--- config.mk ---
export PLATFORM = sky130hd
export DESIGN_NAME = dbg_match_unit
export DESIGN_NICKNAME = d
export VERILOG_FILES = /design/src/rtl/dbg_match_pkg.sv /design/src/rtl/dbg_slot_cmp.sv /design/src/rtl/dbg_reg_bank.sv /design/src/rtl/dbg_status_unit.sv /design/src/rtl/dbg_match_unit.sv
export SDC_FILE = /design/constraint.sdc
export NUM_CORES = 1
export LEC_CHECK = 0
export BUFFER_PORTS_ARGS = -buffer_cell sky130_fd_sc_hd__buf_2
export CAP_MARGIN = 5
export CORE_AREA = 4 4 154 267
export DETAILED_ROUTE_END_ITERATION = 10
export DIE_AREA = 0 0 158 271
export PLACE_DENSITY = 0.79
export SLEW_MARGIN = 40
export SYNTH_ARGS = -nofsm -noshare
export SYNTH_HDL_FRONTEND = slang
export SYNTH_HIERARCHICAL = 1
export SYNTH_SLANG_ARGS = --single-unit
export TNS_END_PERCENT = 1
--- constraint.sdc ---
create_clock -name clk -period 4.16 [get_ports clk]
set_input_delay 0.416 -clock clk [delete_from_list [all_inputs] [get_ports clk]]
set_output_delay 0.416 -clock clk [all_outputs]
set_load 0.05 [all_outputs]
--- src/rtl/dbg_match_pkg.sv ---
package dbg_match_pkg;

  localparam int unsigned NSLOT  = 4;
  localparam int unsigned DATA_W = 32;

  typedef enum logic [1:0] {
    KIND_EXEC  = 2'd0,
    KIND_WRITE = 2'd1,
    KIND_IO    = 2'd2,
    KIND_RW    = 2'd3
  } slot_kind_e;

  localparam logic [DATA_W-1:0] STAT_ONES  = 32'hFFFF_0FF0;
  localparam logic [DATA_W-1:0] CTRL_ONES  = 32'h0000_0400;
  localparam logic [DATA_W-1:0] LOCAL_MASK = 32'h0000_0055;
  localparam int unsigned STAT_STEP_BIT = 14;

  localparam logic [2:0] IDX_STATUS = 3'd6;
  localparam logic [2:0] IDX_CTRL   = 3'd7;

  localparam int unsigned KIND_LSB = 16;
  localparam int unsigned LEN_LSB  = 18;
  localparam int unsigned SLOT_STRIDE = 4;

  // Watch span in bytes for a slot length code.
  function automatic logic [3:0] span_bytes(input logic [1:0] code);
    case (code)
      2'd0:    span_bytes = 4'd1;
      2'd1:    span_bytes = 4'd2;
      2'd2:    span_bytes = 4'd8;
      default: span_bytes = 4'd4;
    endcase
  endfunction

endpackage

--- src/rtl/dbg_slot_cmp.sv ---
module dbg_slot_cmp
  import dbg_match_pkg::*;
#(
  parameter int unsigned ADDR_W = 32
) (
  input  logic [ADDR_W-1:0] base,
  input  slot_kind_e        kind,
  input  logic [1:0]        len_code,
  input  logic [ADDR_W-1:0] pc,
  input  logic              pc_valid,
  input  logic              acc_valid,
  input  logic [ADDR_W-1:0] acc_addr,
  input  logic [1:0]        acc_size,
  input  logic              acc_write,
  output logic              hit
);

  localparam int unsigned XW = ADDR_W + 1;

  logic [XW-1:0] w_len, w_lo, w_hi, a_lo, a_hi;
  logic          overlap;
  logic          qualify;

  always_comb begin
    w_len   = XW'(span_bytes(len_code));
    w_lo    = {1'b0, base} & ~(w_len - XW'(1));
    w_hi    = w_lo + w_len;
    a_lo    = {1'b0, acc_addr};
    a_hi    = a_lo + (XW'(1) << acc_size);
    overlap = (a_lo < w_hi) && (w_lo < a_hi);
    case (kind)
      KIND_WRITE: qualify = acc_valid && acc_write;
      KIND_RW:    qualify = acc_valid;
      default:    qualify = 1'b0;
    endcase
    if (kind == KIND_EXEC) hit = pc_valid && (pc == base);
    else                   hit = qualify && overlap;
  end

endmodule

--- src/rtl/dbg_reg_bank.sv ---
module dbg_reg_bank
  import dbg_match_pkg::*;
#(
  parameter int unsigned ADDR_W = 32
) (
  input  logic                         clk,
  input  logic                         rst_n,
  input  logic                         wr_en,
  input  logic [2:0]                   wr_idx,
  input  logic [DATA_W-1:0]            wdata,
  input  logic                         task_sw,
  output logic [NSLOT-1:0][ADDR_W-1:0] slot_q,
  output logic [DATA_W-1:0]            ctrl_q
);

  logic [DATA_W-1:0] ctrl_d;
  logic              ctrl_en;
  logic              ctrl_wr;

  genvar gi;
  generate
    for (gi = 0; gi < NSLOT; gi++) begin : g_slot
      logic slot_en;
      assign slot_en = wr_en && (wr_idx == 3'(gi));
      always_ff @(posedge clk or negedge rst_n) begin
        if (!rst_n)       slot_q[gi] <= '0;
        else if (slot_en) slot_q[gi] <= wdata[ADDR_W-1:0];
      end
    end
  endgenerate

  always_comb begin
    ctrl_wr = wr_en && (wr_idx == IDX_CTRL);
    ctrl_d  = ctrl_q;
    ctrl_en = 1'b0;
    if (ctrl_wr) begin
      ctrl_d  = wdata;
      ctrl_en = 1'b1;
    end else if (task_sw && |(ctrl_q & LOCAL_MASK)) begin
      ctrl_d  = ctrl_q & ~LOCAL_MASK;
      ctrl_en = 1'b1;
    end
  end

  always_ff @(posedge clk or negedge rst_n) begin
    if (!rst_n)       ctrl_q <= CTRL_ONES;
    else if (ctrl_en) ctrl_q <= ctrl_d;
  end

  // task switch removes every local enable
  a_r10_locals_cleared: assert property (@(posedge clk) disable iff (!rst_n)
    (task_sw && !ctrl_wr) |=> ((ctrl_q & LOCAL_MASK) == '0));

  // global enables survive a task switch
  a_r10_globals_kept: assert property (@(posedge clk) disable iff (!rst_n)
    (task_sw && !ctrl_wr) |=> ((ctrl_q & ~LOCAL_MASK) == ($past(ctrl_q) & ~LOCAL_MASK)));

endmodule

--- src/rtl/dbg_status_unit.sv ---
module dbg_status_unit
  import dbg_match_pkg::*;
(
  input  logic              clk,
  input  logic              rst_n,
  input  logic              stat_wr,
  input  logic [DATA_W-1:0] wdata,
  input  logic [NSLOT-1:0]  hit_vec,
  input  logic [NSLOT-1:0]  en_vec,
  input  logic              force_upd,
  input  logic              step_evt,
  output logic [DATA_W-1:0] stat_q,
  output logic              dbg_req
);

  logic [DATA_W-1:0] stat_d;
  logic              stat_en;
  logic              en_hit;
  logic              commit;

  always_comb begin
    en_hit  = |(hit_vec & en_vec);
    commit  = en_hit || force_upd || step_evt;
    stat_d  = stat_q;
    stat_en = 1'b0;
    if (stat_wr) begin
      stat_d  = wdata;
      stat_en = 1'b1;
    end else if (commit) begin
      stat_d = {stat_q[DATA_W-1:NSLOT], hit_vec};
      if (step_evt) stat_d[STAT_STEP_BIT] = 1'b1;
      stat_en = 1'b1;
    end
  end

  always_ff @(posedge clk or negedge rst_n) begin
    if (!rst_n)       stat_q <= STAT_ONES;
    else if (stat_en) stat_q <= stat_d;
  end

  always_ff @(posedge clk or negedge rst_n) begin
    if (!rst_n) dbg_req <= 1'b0;
    else        dbg_req <= en_hit;
  end

  // a step always leaves the step flag set
  a_r8_step_flag: assert property (@(posedge clk) disable iff (!rst_n)
    (step_evt && !stat_wr) |=> stat_q[STAT_STEP_BIT]);

  // access and task flags move only through a register write
  a_r9_flags_stable: assert property (@(posedge clk) disable iff (!rst_n)
    !stat_wr |=> ($stable(stat_q[13]) && $stable(stat_q[15])));

  // a request is always backed by a recorded match
  a_r7_req_has_match: assert property (@(posedge clk) disable iff (!rst_n)
    (dbg_req && !$past(stat_wr)) |-> (stat_q[NSLOT-1:0] != '0));

endmodule

--- src/rtl/dbg_match_unit.sv ---
module dbg_match_unit
  import dbg_match_pkg::*;
#(
  parameter int unsigned ADDR_W = 32
) (
  input  logic              clk,
  input  logic              rst_n,
  input  logic              reg_wr_en,
  input  logic [2:0]        reg_idx,
  input  logic [31:0]       reg_wdata,
  output logic [31:0]       reg_rdata,
  input  logic [ADDR_W-1:0] pc,
  input  logic              pc_valid,
  input  logic              acc_valid,
  input  logic [ADDR_W-1:0] acc_addr,
  input  logic [1:0]        acc_size,
  input  logic              acc_write,
  input  logic              force_upd,
  input  logic              step_evt,
  input  logic              task_sw_evt,
  output logic              dbg_req
);

  logic [NSLOT-1:0][ADDR_W-1:0] slot_q;
  logic [DATA_W-1:0]            ctrl_q;
  logic [DATA_W-1:0]            stat_q;
  logic [NSLOT-1:0]             hit_vec;
  logic [NSLOT-1:0]             en_vec;

  dbg_reg_bank #(.ADDR_W(ADDR_W)) u_bank (
    .clk     (clk),
    .rst_n   (rst_n),
    .wr_en   (reg_wr_en),
    .wr_idx  (reg_idx),
    .wdata   (reg_wdata),
    .task_sw (task_sw_evt),
    .slot_q  (slot_q),
    .ctrl_q  (ctrl_q)
  );

  genvar gi;
  generate
    for (gi = 0; gi < NSLOT; gi++) begin : g_cmp
      assign en_vec[gi] = |ctrl_q[2*gi +: 2];
      dbg_slot_cmp #(.ADDR_W(ADDR_W)) u_cmp (
        .base      (slot_q[gi]),
        .kind      (slot_kind_e'(ctrl_q[KIND_LSB + SLOT_STRIDE*gi +: 2])),
        .len_code  (ctrl_q[LEN_LSB + SLOT_STRIDE*gi +: 2]),
        .pc        (pc),
        .pc_valid  (pc_valid),
        .acc_valid (acc_valid),
        .acc_addr  (acc_addr),
        .acc_size  (acc_size),
        .acc_write (acc_write),
        .hit       (hit_vec[gi])
      );
    end
  endgenerate

  dbg_status_unit u_stat (
    .clk       (clk),
    .rst_n     (rst_n),
    .stat_wr   (reg_wr_en && (reg_idx == IDX_STATUS)),
    .wdata     (reg_wdata),
    .hit_vec   (hit_vec),
    .en_vec    (en_vec),
    .force_upd (force_upd),
    .step_evt  (step_evt),
    .stat_q    (stat_q),
    .dbg_req   (dbg_req)
  );

  always_comb begin
    case (reg_idx)
      3'd0, 3'd1, 3'd2, 3'd3: reg_rdata = DATA_W'(slot_q[reg_idx[1:0]]);
      IDX_STATUS:             reg_rdata = stat_q | STAT_ONES;
      IDX_CTRL:               reg_rdata = ctrl_q | CTRL_ONES;
      default:                reg_rdata = '0;
    endcase
  end

  // fixed-one bits show on every status read
  a_r2_stat_ones: assert property (@(posedge clk) disable iff (!rst_n)
    (reg_idx == IDX_STATUS) |-> ((reg_rdata & STAT_ONES) == STAT_ONES));

  // fixed-one bit shows on every control read
  a_r2_ctrl_ones: assert property (@(posedge clk) disable iff (!rst_n)
    (reg_idx == IDX_CTRL) |-> ((reg_rdata & CTRL_ONES) == CTRL_ONES));

endmodule

==> results.json <==
{
  "dp.cells": 3425,
  "power_density_nw_per_um2": 422,
  "layout-drive-gt1-share": 0.363,
  "worstSetupStartpointType": "flop",
  "grt_pass1_wl_um": 144000,
  "min_path_type": "in2reg",
  "layout_commonest_cell": "buf_4",
  "fillCellCount": 3075,
  "dieArea_um2": 42800,
  "wl_per_cell_um": 28.8,
  "clk_pin_slew_worst_paths_ps": 80,
  "io_buffer_count": 142,
  "grt_max_degree": 101,
  "clock-sinks": 168,
  "synth_fp_nets": 2722,
  "violations": "negative setup slack",
  "cts_buffers": 17,
  "place.gp.congestion": 1.15,
  "skew_ps": 7.40,
  "crit_type": "reg2reg",
  "cts_max_level": 4,
  "worstSkewPairLatency_ps": 440,
  "cts_tree": "built",
  "clk_path_buf_depth": 2,
  "core_area_um2": 39000,
  "ir_drop_v": 0.000370,
  "grt_antenna_before_repair": 4,
  "grt_use_total": 0.456,
  "setup_ws_ps": -733,
  "initial_utilization": 0.548,
  "via_per_inst": 6.55,
  "maxCapViolations": 0,
  "slew_violations": 0,
  "die_w_um": 158,
  "status": "finished, violations left",
  "die_h_um": 271,
  "wl_um": 100000,
  "vias": 22900,
  "path_buf_inv": 3,
  "rows": 96,
  "firstDrtPassIters": 9,
  "nNetsFinal": 3374,
  "post-route-util": 0.711,
  "dp_hpwl_um": 81300,
  "cp-end-kind": "flop",
  "mostFrequentLayoutCells": "buf_4, ha_1, xor2_1",
  "drt_iter0_markers": 2193,
  "avgSynthCellArea_um2": 9.17,
  "final_cells": 3492,
  "grt-ovfl-total": 0,
  "max_freq_mhz": 204,
  "slew_headroom": 0.441,
  "hold_slack_ps": 269,
  "drtAntennaViolNets": 0,
  "drc": 0,
  "setup_viol": 5,
  "critPathSlowestCell": "dfrtp_1",
  "fin_crit_ps": 4890,
  "area_growth_syn_to_layout_pct": 29.8,
  "grt_pass1_vias": 23300,
  "ios": 143,
  "slowest_delay_ps": 430,
  "netlist_instances": 2332,
  "cp_top_family": "compound AO/OA/AOI/OAI gates",
  "fin_crit_sh": 1.18,
  "path_max_fanout": 5,
  "ys_warn_count": 6,
  "leakage_uw": 0.0124,
  "crit_path_frequent_cell": "buf_4",
  "cp_data_required_time_ps": 4490,
  "synth_area_um2": 21400,
  "rsz0062_at_grt": "yes",
  "finalHoldViolCount": 0,
  "dp_slack_ps": -1250,
  "cp.arrival_ps": 5230,
  "cts_root_buffer": "clkbuf_16",
  "tightest_slew_ps": 835,
  "cp_cell_sequence": "or2_4 -> ha_4 -> and4b_1 -> a21oi_1 -> a211oi_2 -> buf_4 -> and2b_2 -> nand2b_4 -> nor2_1 -> xnor2_1 -> ha_1 -> and4_4 -> nor4b_4 -> o211ai_1 -> a21oi_2 -> a311oi_2 -> o22ai_2 -> o21ai_4 -> buf_4 -> buf_4 -> mux2_2 -> mux2_4"
}
[timing repair]
item                                    in CTS  in global routing
resized for setup                           50                 55
endpoints found under the hold margin        0                 55
endpoints found under the setup margin       5                  5
hold buffers                                 0                  1
setup buffers                               13                 14
pin swaps                                   32                 64
[worst paths after layout]
kind,start,slack [ps],cells past startpoint,end
max in group asynchronous,rst_n,2870,3,u_bank/ctrl_q[19]
hold reg to reg,u_bank/ctrl_q[9],520,1,u_bank/ctrl_q[9]
min in group asynchronous,rst_n,500,2,u_bank/slot_q[119]
hold / removal,reg_wdata[29],270,2,u_bank/slot_q[93]
setup / recovery,u_bank/ctrl_q[30],-730,22,u_stat/stat_q[3]
setup reg to reg,u_bank/ctrl_q[30],-730,22,u_stat/stat_q[3]
[area by class of cell]
cell class,count,area (um2),area share
Multi-Input combinational cell,2052,17100,0.616
Timing Repair Buffer,700,5010,0.180
Sequential cell,168,4210,0.152
Tap cell,490,613,0.0221
Clock buffer,17,425,0.0153
Clock inverter,15,206,0.00744
Inverter,45,171,0.00618
Antenna cell,5,12.5,0.000451
[routing by layer]
| layer | wire length [um] | global-route usage |
|---|---|---|
| met5 | 11 | 0 |
| met1 | 31900 | 0.460 |
| met4 | 14400 | 0.473 |
| met3 | 7890 | 0.100 |
| met2 | 46200 | 0.736 |
[sequential cells by signal, indices dropped and copies added, names as in the netlist]
register / count
u_bank/slot_q: 128
u_bank/ctrl_q: 31
u_stat/stat_q: 8
u_stat/dbg_req: 1
[report_power, final]
| group | leakage, uW | total, uW | switching [uW] | internal (uW) |
|---|---|---|---|---|
| Sequential | 0.00202 | 2460 | 479 | 1980 |
| Clock | 0.000301 | 1690 | 819 | 875 |
| Combinational | 0.0101 | 7560 | 4280 | 3280 |
| Total | 0.0124 | 11700 | 5580 | 6140 |
[metrics by stage]
stage / instance area (um2) / power, uW / TNS, ps
6_report: 27800 / 11700 / -3330
5_1_grt: 27700 / 12200 / -3930
4_1_cts: 27400 / 11200 / -3030
3_5_place_dp: 26400 / 9430 / -5780
3_3_place_gp: 26400 / 9200 / -6210
2_1_floorplan: 21600 / 6090 / 0
(Power assumes the default switching activity.)
